**config.mk**
```make
export PLATFORM = sky130hd
export DESIGN_NAME = csrb_top
export DESIGN_NICKNAME = d
export VERILOG_FILES = /design/src/rtl/csrb_pkg.sv /design/src/rtl/csrb_ctrl.sv /design/src/rtl/csrb_field.sv /design/src/rtl/csrb_dp.sv /design/src/rtl/csrb_top.sv
export SDC_FILE = /design/constraint.sdc
export NUM_CORES = 1
export LEC_CHECK = 0
export BUFFER_PORTS_ARGS = -buffer_cell sky130_fd_sc_hd__buf_4
export CAP_MARGIN = 20
export CORE_AREA = 4 4 79 88
export CTS_BUF_LIST = sky130_fd_sc_hd__clkbuf_16
export DETAILED_ROUTE_END_ITERATION = 8
export DIE_AREA = 0 0 83 92
export GPL_TIMING_DRIVEN = 0
export PLACE_DENSITY = 0.78
export SETUP_SLACK_MARGIN = 0.05
export SLEW_MARGIN = 20
export SYNTH_ARGS = -nofsm -noshare
export SYNTH_HDL_FRONTEND = slang
export SYNTH_SLANG_ARGS = --single-unit
```
**constraint.sdc**
```tcl
create_clock -name clk -period 1.95 [get_ports clk]
set_input_delay 0.195 -clock clk [delete_from_list [all_inputs] [get_ports clk]]
set_output_delay 0.195 -clock clk [all_outputs]
set_load 0.1 [all_outputs]
```
**src/rtl/csrb_pkg.sv**
```systemverilog
package csrb_pkg;
  localparam int WORD_W   = 8;
  localparam int MAX_REGS = 32;

  typedef enum logic [1:0] {
    ACC_RO = 2'd0,
    ACC_WO = 2'd1,
    ACC_RW = 2'd2
  } access_e;

  typedef struct packed {
    logic                hit;
    logic [MAX_REGS-1:0] wrSel;
    logic [MAX_REGS-1:0] rdSel;
  } strobe_t;

  function automatic int wordsFor(input int bits);
    return (bits + WORD_W - 1) / WORD_W;
  endfunction
endpackage

```
**src/rtl/csrb_ctrl.sv**
```systemverilog
module csrb_ctrl
  import csrb_pkg::*;
#(
  parameter int ADR_W    = 14,
  parameter int SEL_W    = 5,
  parameter int BANK_SEL = 3,
  parameter int NREG     = 9
) (
  input  logic [ADR_W-1:0] busAdr,
  input  logic             busWe,
  output strobe_t          stb
);
  localparam int OFF_W = ADR_W - SEL_W;

  logic [SEL_W-1:0] selField;
  logic [OFF_W-1:0] offField;

  assign {selField, offField} = busAdr;

  always_comb begin
    stb     = '0;
    stb.hit = (selField == SEL_W'(BANK_SEL));
    for (int i = 0; i < NREG; i++) begin
      if (stb.hit && (offField == OFF_W'(i))) begin
        stb.rdSel[i] = 1'b1;
        stb.wrSel[i] = busWe;
      end
    end
  end
endmodule

```
**src/rtl/csrb_field.sv**
```systemverilog
module csrb_field
  import csrb_pkg::*;
#(
  parameter int      W       = 16,
  parameter access_e BUS_ACC = ACC_RW,
  parameter access_e DEV_ACC = ACC_RO,
  localparam int     NW      = (W + WORD_W - 1) / WORD_W,
  localparam int     PW      = NW * WORD_W
) (
  input  logic              clk,
  input  logic              rstN,
  input  logic [NW-1:0]     busWr,
  input  logic [WORD_W-1:0] busDat,
  input  logic [W-1:0]      devIn,
  input  logic              devStb,
  output logic [W-1:0]      devQ,
  output logic [PW-1:0]     busRd
);
  logic [W-1:0] fieldQ;

  if (BUS_ACC == ACC_RO && DEV_ACC == ACC_WO) begin : g_live
    assign fieldQ = devIn;
  end else begin : g_store
    logic [PW-1:0] nxt;
    always_comb begin
      nxt = PW'(fieldQ);
      if (BUS_ACC != ACC_RO) begin
        for (int k = 0; k < NW; k++) begin
          if (busWr[k]) nxt[PW-1-k*WORD_W -: WORD_W] = busDat;
        end
      end
      if (DEV_ACC != ACC_RO && devStb) nxt = PW'(devIn);
    end
    always_ff @(posedge clk) begin
      if (!rstN) fieldQ <= '0;
      else       fieldQ <= nxt[W-1:0];
    end
  end

  assign devQ  = (DEV_ACC == ACC_WO) ? '0 : fieldQ;
  assign busRd = (BUS_ACC == ACC_WO) ? '0 : PW'(fieldQ);
endmodule

```
**src/rtl/csrb_dp.sv**
```systemverilog
module csrb_dp
  import csrb_pkg::*;
#(
  parameter int RAW_W  = 6,
  parameter int CFG_W  = 16,
  parameter int SHR_W  = 12,
  parameter int LIVE_W = 10,
  parameter int EVT_W  = 8,
  parameter int CMD_W  = 8
) (
  input  logic              clk,
  input  logic              rstN,
  input  strobe_t           stb,
  input  logic [WORD_W-1:0] busDatW,
  output logic [WORD_W-1:0] busDatR,
  output logic [RAW_W-1:0]  rawVal,
  output logic              rawStb,
  input  logic [RAW_W-1:0]  rawRd,
  output logic [CFG_W-1:0]  cfgQ,
  output logic [SHR_W-1:0]  shrQ,
  input  logic [SHR_W-1:0]  shrIn,
  input  logic              shrStb,
  input  logic [LIVE_W-1:0] liveIn,
  output logic [EVT_W-1:0]  cntQ,
  input  logic [EVT_W-1:0]  cntIn,
  input  logic              cntStb,
  output logic [CMD_W-1:0]  cmdQ
);
  localparam int CFG_N    = wordsFor(CFG_W);
  localparam int SHR_N    = wordsFor(SHR_W);
  localparam int LIVE_N   = wordsFor(LIVE_W);
  localparam int EVT_N    = wordsFor(EVT_W);
  localparam int CMD_N    = wordsFor(CMD_W);
  localparam int RAW_OFF  = 0;
  localparam int CFG_OFF  = 1;
  localparam int SHR_OFF  = CFG_OFF + CFG_N;
  localparam int LIVE_OFF = SHR_OFF + SHR_N;
  localparam int EVT_OFF  = LIVE_OFF + LIVE_N;
  localparam int CMD_OFF  = EVT_OFF + EVT_N;
  localparam int NREG     = CMD_OFF + CMD_N;

  logic [CFG_N*WORD_W-1:0]  cfgRd;
  logic [SHR_N*WORD_W-1:0]  shrRd;
  logic [LIVE_N*WORD_W-1:0] liveRd;
  logic [EVT_N*WORD_W-1:0]  evtRd;
  logic [CMD_N*WORD_W-1:0]  cmdRd;
  logic [LIVE_W-1:0]        liveDevQ;
  logic [WORD_W-1:0]        wordArr [MAX_REGS];
  logic [WORD_W-1:0]        rdNext;

  csrb_field #(.W(CFG_W), .BUS_ACC(ACC_RW), .DEV_ACC(ACC_RO)) u_cfg (
    .clk(clk), .rstN(rstN), .busWr(stb.wrSel[CFG_OFF +: CFG_N]), .busDat(busDatW),
    .devIn('0), .devStb(1'b0), .devQ(cfgQ), .busRd(cfgRd));

  csrb_field #(.W(SHR_W), .BUS_ACC(ACC_RW), .DEV_ACC(ACC_RW)) u_shr (
    .clk(clk), .rstN(rstN), .busWr(stb.wrSel[SHR_OFF +: SHR_N]), .busDat(busDatW),
    .devIn(shrIn), .devStb(shrStb), .devQ(shrQ), .busRd(shrRd));

  csrb_field #(.W(LIVE_W), .BUS_ACC(ACC_RO), .DEV_ACC(ACC_WO)) u_live (
    .clk(clk), .rstN(rstN), .busWr(stb.wrSel[LIVE_OFF +: LIVE_N]), .busDat(busDatW),
    .devIn(liveIn), .devStb(1'b0), .devQ(liveDevQ), .busRd(liveRd));

  csrb_field #(.W(EVT_W), .BUS_ACC(ACC_RO), .DEV_ACC(ACC_RW)) u_evt (
    .clk(clk), .rstN(rstN), .busWr(stb.wrSel[EVT_OFF +: EVT_N]), .busDat(busDatW),
    .devIn(cntIn), .devStb(cntStb), .devQ(cntQ), .busRd(evtRd));

  csrb_field #(.W(CMD_W), .BUS_ACC(ACC_WO), .DEV_ACC(ACC_RO)) u_cmd (
    .clk(clk), .rstN(rstN), .busWr(stb.wrSel[CMD_OFF +: CMD_N]), .busDat(busDatW),
    .devIn('0), .devStb(1'b0), .devQ(cmdQ), .busRd(cmdRd));

  // Word view of the map: word k of a field sits at its base offset + k, MSB first
  always_comb begin
    for (int i = 0; i < MAX_REGS; i++) wordArr[i] = '0;
    wordArr[RAW_OFF] = WORD_W'(rawRd);
    for (int k = 0; k < CFG_N; k++)  wordArr[CFG_OFF+k]  = cfgRd[(CFG_N-k)*WORD_W-1 -: WORD_W];
    for (int k = 0; k < SHR_N; k++)  wordArr[SHR_OFF+k]  = shrRd[(SHR_N-k)*WORD_W-1 -: WORD_W];
    for (int k = 0; k < LIVE_N; k++) wordArr[LIVE_OFF+k] = liveRd[(LIVE_N-k)*WORD_W-1 -: WORD_W];
    for (int k = 0; k < EVT_N; k++)  wordArr[EVT_OFF+k]  = evtRd[(EVT_N-k)*WORD_W-1 -: WORD_W];
    for (int k = 0; k < CMD_N; k++)  wordArr[CMD_OFF+k]  = cmdRd[(CMD_N-k)*WORD_W-1 -: WORD_W];
  end

  always_comb begin
    rdNext = '0;
    for (int i = 0; i < NREG; i++) begin
      if (stb.rdSel[i]) rdNext = rdNext | wordArr[i];
    end
  end

  always_ff @(posedge clk) begin
    if (!rstN) begin
      busDatR <= '0;
      rawVal  <= '0;
      rawStb  <= 1'b0;
    end else begin
      busDatR <= stb.hit ? rdNext : '0;
      rawStb  <= stb.wrSel[RAW_OFF];
      if (stb.wrSel[RAW_OFF]) rawVal <= busDatW[RAW_W-1:0];
    end
  end
endmodule

```
**src/rtl/csrb_top.sv**
```systemverilog
module csrb_top
  import csrb_pkg::*;
#(
  parameter int ADR_W    = 14,
  parameter int SEL_W    = 5,
  parameter int BANK_SEL = 3,
  parameter int RAW_W    = 6,
  parameter int CFG_W    = 16,
  parameter int SHR_W    = 12,
  parameter int LIVE_W   = 10,
  parameter int EVT_W    = 8,
  parameter int CMD_W    = 8
) (
  input  logic              clk,
  input  logic              rstN,
  input  logic [ADR_W-1:0]  busAdr,
  input  logic              busWe,
  input  logic [7:0]        busDatW,
  output logic [7:0]        busDatR,
  output logic [RAW_W-1:0]  rawVal,
  output logic              rawStb,
  input  logic [RAW_W-1:0]  rawRd,
  output logic [CFG_W-1:0]  cfgQ,
  output logic [SHR_W-1:0]  shrQ,
  input  logic [SHR_W-1:0]  shrIn,
  input  logic              shrStb,
  input  logic [LIVE_W-1:0] liveIn,
  output logic [EVT_W-1:0]  cntQ,
  input  logic [EVT_W-1:0]  cntIn,
  input  logic              cntStb,
  output logic [CMD_W-1:0]  cmdQ
);
  localparam int NREG = 1 + wordsFor(CFG_W) + wordsFor(SHR_W) + wordsFor(LIVE_W)
                          + wordsFor(EVT_W) + wordsFor(CMD_W);

  strobe_t stb;

  csrb_ctrl #(.ADR_W(ADR_W), .SEL_W(SEL_W), .BANK_SEL(BANK_SEL), .NREG(NREG)) u_ctrl (
    .busAdr(busAdr), .busWe(busWe), .stb(stb));

  csrb_dp #(.RAW_W(RAW_W), .CFG_W(CFG_W), .SHR_W(SHR_W), .LIVE_W(LIVE_W),
            .EVT_W(EVT_W), .CMD_W(CMD_W)) u_dp (
    .clk(clk), .rstN(rstN), .stb(stb), .busDatW(busDatW), .busDatR(busDatR),
    .rawVal(rawVal), .rawStb(rawStb), .rawRd(rawRd), .cfgQ(cfgQ), .shrQ(shrQ),
    .shrIn(shrIn), .shrStb(shrStb), .liveIn(liveIn), .cntQ(cntQ), .cntIn(cntIn),
    .cntStb(cntStb), .cmdQ(cmdQ));
endmodule

```
==> out/qor.yml, run 1 <==
outcome:
  status: "finished clean"
routing:
  viasPerCell: 5.614
  drt_iter0_markers: 200
  vias: 2852
  avgRoutedWirePerCell_um: 18.33
  drc: 0
  wl_mm: 9.313
  dr.pass1.iters: 5
  drtAntennaViolNets: 0
sta:
  drv_slew: 0
  fmax_mhz: 544.5
  slew_headroom_pct: 55.83
  finalSetupViolCount: 0
  tns_ns: 0
  period_share_pct: 94.18
  fin_crit_ns: 1.837
  hold_viol_final: 0
  rsz0062_at_grt: "false"
  skew_ns: 0.003838
  worst_slew_pin_slew_ns: 0.6625
finish:
  final_core_utilization_pct: 68.42
  stdcell_area_mm2: 0.004160
  drive_gt1_share_pct: 35.75
  nNetsFinal: 488
  n_antenna_cell: 0
  mostFrequentLayoutCells: "120 x buf_4, 59 x dfxtp_1, 41 x mux2i_1, 41 x nor2b_1, 22 x nor3_1"
  synthToLayoutAreaGrowth_pct: 46.54
  final_common_cell: "buf_4"
  fillers: 505
grt:
  grt_pass1_vias: 2831
  globalRouteOverflowTotal: 0
  antenna_found_initial: 0
  grt_first_pass_wirelength_mm: 14.44
  grt_usage_pct: 23.96
  grt_max_degree: 11
clocking:
  path_clk_slew_ns: 0.05
  htreeDepth: 3
  cts.root.buffer_cell: "clkbuf_16"
  cts_buffer_depth: 2
  clkLatencyLatePin_ns: 0.32
  cts_buffers: 9
  clock-sinks: 59
  cts_tree: "built"
power:
  p_clk_share_pct: 47.1
  p_sw_share_pct: 26.13
  vdd_drop_max_mv: 0.7952
  p_sw_mw: 0.8879
  power_frac_comb_pct: 15.8
  pwr-share-seq_pct: 37.1
  power_density_mw_per_mm2: 816.7
  power.total_mw: 3.398
  p_leak_nw: 1.665
  p_int_mw: 2.510
logic_synthesis:
  syn_area_mm2: 0.002839
  synth_cells: 294
  synth_edf_count: 0
  postSynthNetCount: 357
  ys_types: 38
  synth-main-ff-cell: "dfxtp_1"
  avgSynthCellArea_um2: 9.656
  ys_warn_count: 0
  async_flop_share_pct: 0
  seq_area_frac_synth_pct: 41.60
  synth-seq-cells: 59
critical_path:
  ff2ff_setup_slack_ns: 0.61
  critPathLaunchType: "input port"
  end_kind: "register"
  path_class: "input port to register"
  cp.required_ns: 2.17
  cp.arrival_ns: 2.05
  rr_worst_depth: 5
  cp_max_fo: 10
placement:
  detailed_place_hpwl_mm: 7.027
  place.gp.congestion: 0.9257
  io_buffers: 119
  place_area_mm2: 0.003832
die:
  ios: 122
  die_w_um: 83
  die_h_um: 92
  rows: 30
  initial_core_util_pct: 46.69
  core_region_area_mm2: 0.006081
  die_area_mm2: 0.007636
flow_run:
  max-cap-violations: 0
hold_path:
  hold_depth: 3
  hp-class: "input port to register"
[registers in the layout, summed over array words and instances (netlist names)]
register and flops:
u_dp.busDatR 8, u_dp.rawStb 1, u_dp.rawVal 6, u_dp.u_cfg.busRd 16, u_dp.u_cmd.devQ 8, u_dp.u_evt.busRd 8, u_dp.u_shr.devQ 12
[area by class of cell]
cell class                 instances  area (µm²)  share of cell area, %
multi-input combinational        214        1593                  38.29
clock inverter                     5       71.32                  1.714
inverter                           4       15.01                 0.3609
sequential                        59        1181                  28.39
clock buffer                       9       225.2                  5.414
tap                               80       100.1                  2.406
timing repair buffer             120       900.9                  21.65
buffer                            17       73.82                  1.774
[cells in the mapped netlist (3+ instances only)]
cell type,n,area (µm²)
nand2_1,10,37.54
nor2b_1,41,256.5
nor2_1,13,48.80
a211oi_1,10,75.07
clkbuf_1,16,60.06
nor4_1,3,18.77
a21oi_1,6,30.03
nor3_1,22,110.1
a22oi_1,6,45.04
nand3_1,7,35.03
dfxtp_1,59,1181
inv_1,4,15.01
mux2_2,7,78.83
mux2i_1,41,410.4
and3_1,3,18.77
o21ai_0,18,90.09
[through the flow]
stage / hold slack [ns] / std cells / setup WS [ns]
3_3_place_gp: 0.4511 / 493 / -0.2234
2_1_floorplan: 0.3449 / 294 / 0.1880
5_1_grt: 0.1516 / 508 / 0.03830
4_1_cts: 0.1299 / 507 / 0.08146
3_5_place_dp: 0.4654 / 493 / -0.2610
6_report: 0.1312 / 508 / 0.1134
[repair_timing]
action | 4_1_cts | 5_1_grt
buffers inserted | 0 | 1
resized for setup | 1 | 2
endpoints found under the setup margin | 3 | 12
hold buffers | 0 | 0
pin swaps | 0 | 1
cloned | 0 | 0
[cell families after synthesis]
family,count (synthesis),share of synthesized area [%]
multiplexers,50,18.82
buffers and inverters,21,3.129
AND/OR/NAND/NOR,119,26.58
flip-flops,59,41.60
AO/OA/AOI/OAI,45,9.873
[worst paths after layout]
check                                     end                              from
max               u_dp.rawVal[3]$_SDFFE_PN0P_                        busAdr[12]
min          u_dp.u_evt.busRd[4]$_SDFFE_PN0P_                          cntIn[4]
max reg2reg        u_dp.busDatR[1]$_SDFF_PN0_  u_dp.u_cfg.busRd[1]$_SDFFE_PN0P_
min reg2reg       u_dp.rawVal[4]$_SDFFE_PN0P_       u_dp.rawVal[4]$_SDFFE_PN0P_
[worst max-delay path: stages]
cell and delay [ns]:
buf_4 0.12, nor4b_4 0.44, nand4_4 0.32, nor4_4 0.64, mux2i_1 0.27, nor2b_1 0.06
[layer usage]
metal	global-route usage [%]	wire length (µm)
met5	0	0
met4	10.76	268
met3	5.840	689
met2	41.64	4723
met1	27.77	3631
[power groups by stage]
stage	combinational, mW	clock [mW]	sequential (mW)
after global placement	0.525	0	1.28
after global routing	0.565	1.65	1.26
after CTS	0.534	1.60	1.26
final	0.538	1.60	1.26
after floorplan	0.145	0	1.47
after detailed placement	0.531	0	1.28
(Power assumes the default switching activity.)
==> run 2: changes to the inputs <==
--- a/config.mk
+++ b/config.mk
@@ -7,12 +7,12 @@
 export LEC_CHECK = 0
 export BUFFER_PORTS_ARGS = -buffer_cell sky130_fd_sc_hd__buf_4
 export CAP_MARGIN = 20
-export CORE_AREA = 4 4 79 88
+export CORE_AREA = 2 2 77 86
 export CTS_BUF_LIST = sky130_fd_sc_hd__clkbuf_16
 export DETAILED_ROUTE_END_ITERATION = 8
-export DIE_AREA = 0 0 83 92
+export DIE_AREA = 0 0 79 88
 export GPL_TIMING_DRIVEN = 0
-export PLACE_DENSITY = 0.78
+export PLACE_DENSITY_LB_ADDON = 0.1
 export SETUP_SLACK_MARGIN = 0.05
 export SLEW_MARGIN = 20
 export SYNTH_ARGS = -nofsm -noshare
==> out/qor.yml, run 2 (synthesized netlist as in run 1, its figures left out) <==
grt:
  grt_first_pass_wirelength_mm: 13.53
  grt_usage_pct: 26.06
  globalRouteOverflowTotal: 0
  antenna_found_initial: 0
  grt_max_degree: 11
  grt_pass1_vias: 2651
placement:
  place_ws_ns: -0.2865
  detailed_place_hpwl_mm: 6.563
  place.gp.congestion: 0.8967
  io_buffers: 119
critical_path:
  critPathLaunchType: "input port"
  crit_start: "busAdr[12]"
  worstReg2RegStart: "u_dp.u_shr.devQ[0]$_SDFFE_PN0P_"
  cp.required_ns: 2.17
  path_class: "input port to register"
  end_kind: "register"
  cp.arrival_ns: 2.04
  cp_max_fo: 10
  rr_worst_depth: 5
clocking:
  cts_buffers: 9
  clkLatencyLatePin_ns: 0.33
  cts_buffer_depth: 2
  cts_tree: "built"
  cts.root.buffer_cell: "clkbuf_16"
  htreeDepth: 3
  path_clk_slew_ns: 0.05
  clock-sinks: 59
hold_path:
  hp-class: "input port to register"
  hold_depth: 3
  worstHoldStart: "cntIn[4]"
routing:
  vias: 2792
  drtAntennaViolNets: 0
  drc: 0
  wl_mm: 8.996
  avgRoutedWirePerCell_um: 17.67
  drt_iter0_markers: 209
  viasPerCell: 5.485
  dr.pass1.iters: 4
power:
  vdd_drop_max_mv: 0.5936
  power_density_mw_per_mm2: 794.8
  p_leak_nw: 1.649
die:
  ios: 122
  die_h_um: 88
  core_region_area_mm2: 0.006081
  die_area_mm2: 0.006952
  rows: 30
  initial_core_util_pct: 46.69
  die_w_um: 79
sta:
  tns_ns: 0
  fin_ws_ns: 0.1247
  finalSetupViolCount: 0
  drv_slew: 0
  period_share_pct: 93.60
  slew_headroom_pct: 43.80
  fmax_mhz: 547.9
  hold_viol_final: 0
  rsz0062_at_grt: "true"
  fin_crit_ns: 1.825
  skew_ns: 0.004129
  worst_slew_pin_slew_ns: 0.8360
outcome:
  status: "finished clean"
finish:
  drive_gt1_share_pct: 36.36
  nNetsFinal: 488
  n_antenna_cell: 0
  mostFrequentLayoutCells: "119 x buf_4, 59 x dfxtp_1, 41 x mux2i_1, 41 x nor2b_1, 22 x nor3_1"
  largest_register_ffs: 16
  synthToLayoutAreaGrowth_pct: 46.23
  fillers: 530
  final_core_utilization_pct: 68.27
  final_common_cell: "buf_4"
flow_run:
  max-cap-violations: 0
-- run 2: cell count changes in the layout (fill, tap and decap cells not counted), sizes merged --
| cell | previous run | this run |
|---|---|---|
| clkinvlp | 0 | 2 |
| bufinv | 2 | 1 |
| clkinv | 2 | 3 |
| inv | 5 | 4 |
-- run 2: critical path, stage by stage --
cell     delay (ns)
buf_4          0.12
nor4b_4        0.44
nand4_4        0.32
nor4_4         0.62
mux2i_1        0.27
nor2b_1        0.07
-- run 2: final cells by class --
cell class                 count  area [µm²]  area share [%]
tap                           80       100.1           2.411
inverter                       4       15.01          0.3617
clock buffer                   9       225.2           5.425
buffer                        17       75.07           1.808
timing repair buffer         120       913.4           22.00
sequential                    59        1181           28.45
clock inverter                 6       57.56           1.386
multi-input combinational    214        1584           38.16
-- run 2: stage by stage --
stage	instances	hold WS, ns	instance area (µm²)	power (mW)
after detailed placement	493	0.4614	3832	1.816
after global routing	509	0.1327	4151	3.398
after floorplan	294	0.3449	2839	1.614
final	509	0.1258	4151	3.300
after global placement	493	0.4561	3832	1.813
after CTS	509	0.1251	4135	3.300
-- run 2: timing repair --
item / CTS / global route
resized for setup: 0 / 4
buffers inserted: 1 / 0
pin swaps: 1 / 0
cloned: 0 / 0
endpoints found under the setup margin: 2 / 14
hold buffers: 0 / 0
-- run 2: final timing paths --
kind / endpoint / slack, ns
worst max-delay path: u_dp.rawVal[4]$_SDFFE_PN0P_ / 0.12
worst max register to register: u_dp.busDatR[0]$_SDFF_PN0_ / 0.71
worst min register to register: u_dp.u_cmd.devQ[2]$_SDFFE_PN0P_ / 0.52
worst min-delay path: u_dp.u_evt.busRd[4]$_SDFFE_PN0P_ / 0.13
-- run 2: power breakdown --
group          leakage (nW)  switching, mW  internal, mW  total, mW
combinational          1.04          0.353         0.187      0.540
sequential            0.480         0.0241          1.23       1.26
clock                 0.132          0.534         0.967       1.50
total                  1.65          0.910          2.39       3.30
-- run 2: per-layer routing --
metal	vias to the layer above	share of wire, %	global-route usage [%]
met4	0	2.2	12.85
met3	19	9.8	5.670
li1	1334	-	-
met5	-	0	0
met1	1292	41	33.59
met2	147	47	41.53
==> run 3: changes to the inputs <==
--- a/config.mk
+++ b/config.mk
@@ -13,6 +13,7 @@
 export DIE_AREA = 0 0 79 88
 export GPL_TIMING_DRIVEN = 0
 export PLACE_DENSITY_LB_ADDON = 0.1
+export REMOVE_ABC_BUFFERS = 1
 export SETUP_SLACK_MARGIN = 0.05
 export SLEW_MARGIN = 20
 export SYNTH_ARGS = -nofsm -noshare
==> out/qor.yml, run 3 (synthesized netlist as in run 1, its figures left out) <==
outcome:
  status: "finished clean"
grt:
  globalRouteOverflowTotal: 0
  grt_usage_pct: 25.24
  grt_max_degree: 54
  grt_first_pass_wirelength_mm: 13.21
  antenna_found_initial: 0
  grt_pass1_vias: 2602
die:
  initial_core_util_pct: 46.69
  die_h_um: 88
  ios: 122
  die_area_mm2: 0.006952
  rows: 30
  die_w_um: 79
  core_region_area_mm2: 0.006081
placement:
  place.gp.congestion: 0.8141
  place_ws_ns: -0.3496
  io_buffers: 121
  detailed_place_hpwl_mm: 5.877
  place_area_mm2: 0.003774
routing:
  drt_iter0_markers: 149
  dr.pass1.iters: 4
  viasPerCell: 5.431
  drtAntennaViolNets: 0
  avgRoutedWirePerCell_um: 17.22
  vias: 2699
  drc: 0
  wl_mm: 8.559
finish:
  largest_register_ffs: 16
  n_antenna_cell: 0
  stdcell_area_mm2: 0.004121
  final_common_cell: "buf_4"
  synthToLayoutAreaGrowth_pct: 45.17
  regArea_mm2: 0.001181
  fillers: 511
  nNetsFinal: 475
  mostFrequentLayoutCells: "124 x buf_4, 59 x dfxtp_1, 41 x mux2i_1, 41 x nor2b_1, 22 x nor3_1"
  drive_gt1_share_pct: 38.37
  multi_input_area_mm2: 0.001587
critical_path:
  worstReg2RegStart: "u_dp.u_shr.devQ[0]$_SDFFE_PN0P_"
  cp_max_fo: 10
  ff2ff_setup_slack_ns: 0.74
  critPathLaunchType: "input port"
  timing.rr.end: "u_dp.busDatR[0]$_SDFF_PN0_"
  cp.arrival_ns: 2.00
  cp.required_ns: 2.20
  path_class: "input port to register"
  rr_worst_depth: 5
  end_kind: "register"
clocking:
  htreeDepth: 3
  cts_tree: "built"
  cts.root.buffer_cell: "clkbuf_16"
  cts_buffer_depth: 2
  cts_hold_buf: 0
  cts_buffers: 9
  clock-sinks: 59
  clkLatencyLatePin_ns: 0.32
  path_clk_slew_ns: 0.05
power:
  p_sw_share_pct: 26.10
  pwr-share-seq_pct: 36.9
  power.total_mw: 3.405
  p_leak_nw: 1.659
  power_density_mw_per_mm2: 826.2
  vdd_drop_max_mv: 0.5957
  p_clk_share_pct: 47.8
  p_int_mw: 2.516
  p_sw_mw: 0.8886
  power_frac_comb_pct: 15.4
hold_path:
  min_to: "u_dp.u_evt.busRd[5]$_SDFFE_PN0P_"
  hold_depth: 3
  worstHoldStart: "cntIn[5]"
  hp-class: "input port to register"
sta:
  finalSetupViolCount: 0
  period_share_pct: 89.96
  fin_crit_ns: 1.754
  rsz0062_at_grt: "true"
  fin_ws_ns: 0.1958
  slew_headroom_pct: 46.56
  skew_ns: 0.003187
  fmax_mhz: 570.1
  worst_slew_pin_slew_ns: 0.7950
  drv_slew: 0
  hold_viol_final: 0
flow_run:
  max-cap-violations: 0
-- run 3: cell types whose count changed in the layout (fill, tap and decap cells not counted), moves of 2 or more --
cell,previous run,this run
buf_4,119,124
clkbuf_1,15,0
clkinv_2,1,3
clkinvlp_4,2,0
-- run 3: critical path: stages --
cell     delay [ns]
buf_4          0.12
nor4b_4        0.38
nand4_4        0.30
nor4_2         0.67
a22oi_1        0.16
a21oi_1        0.17
-- run 3: power groups by stage --
stage	Sequential [mW]	Clock [mW]	Combinational [mW]
after floorplan	1.47	0	0.108
after global placement	1.28	0	0.515
after detailed placement	1.28	0	0.520
after CTS	1.26	1.64	0.522
after global routing	1.26	1.71	0.549
final	1.26	1.63	0.523
-- run 3: how the worst max path moves through the flow --
stage          startpoint                                to  slack, ns  depth (start not counted)
5_1_grt        busAdr[12]       u_dp.rawVal[3]$_SDFFE_PN0P_       0.04                          6
4_1_cts        busAdr[12]   u_dp.u_shr.devQ[0]$_SDFFE_PN0P_       0.08                          6
2_1_floorplan  busAdr[12]  u_dp.u_cfg.busRd[0]$_SDFFE_PN0P_       0.19                          5
3_5_place_dp   busAdr[12]        u_dp.busDatR[1]$_SDFF_PN0_      -0.35                          6
6_report       busAdr[12]        u_dp.busDatR[5]$_SDFF_PN0_       0.20                          6
3_3_place_gp   busAdr[12]  u_dp.u_cfg.busRd[3]$_SDFFE_PN0P_      -0.35                          6
-- run 3: timing repair --
action,in CTS,in global routing
pin swaps,1,0
endpoints found under the setup margin,13,11
resized for setup,1,2
setup buffers,3,0
-- run 3: through the flow --
stage	TNS, ns	hold WS, ns	cells	util (%)
4_1_cts	0	0.1312	497	67.59
3_5_place_dp	-7.134	0.4595	478	62.06
6_report	0	0.1322	497	67.78
2_1_floorplan	0	0.3167	277	-
3_3_place_gp	-6.483	0.4502	478	62.06
5_1_grt	0	0.1419	497	67.78
-- run 3: per-layer routing --
layer,vias to the layer above,wire [µm],GRT usage [%]
met4,0,285,14.73
met3,23,735,6.186
met2,113,4006,38.83
met1,1260,3531,32.35
li1,1303,-,-
met5,-,0,0
-- run 3: cell type report --
| cell class | count | share of cell area (%) |
|---|---|---|
| Multi-Input combinational cell | 214 | 38.49 |
| Clock buffer | 9 | 5.464 |
| Timing Repair Buffer | 124 | 22.59 |
| Tap cell | 80 | 2.429 |
| Inverter | 4 | 0.3643 |
| Sequential cell | 59 | 28.66 |
| Clock inverter | 7 | 2.004 |
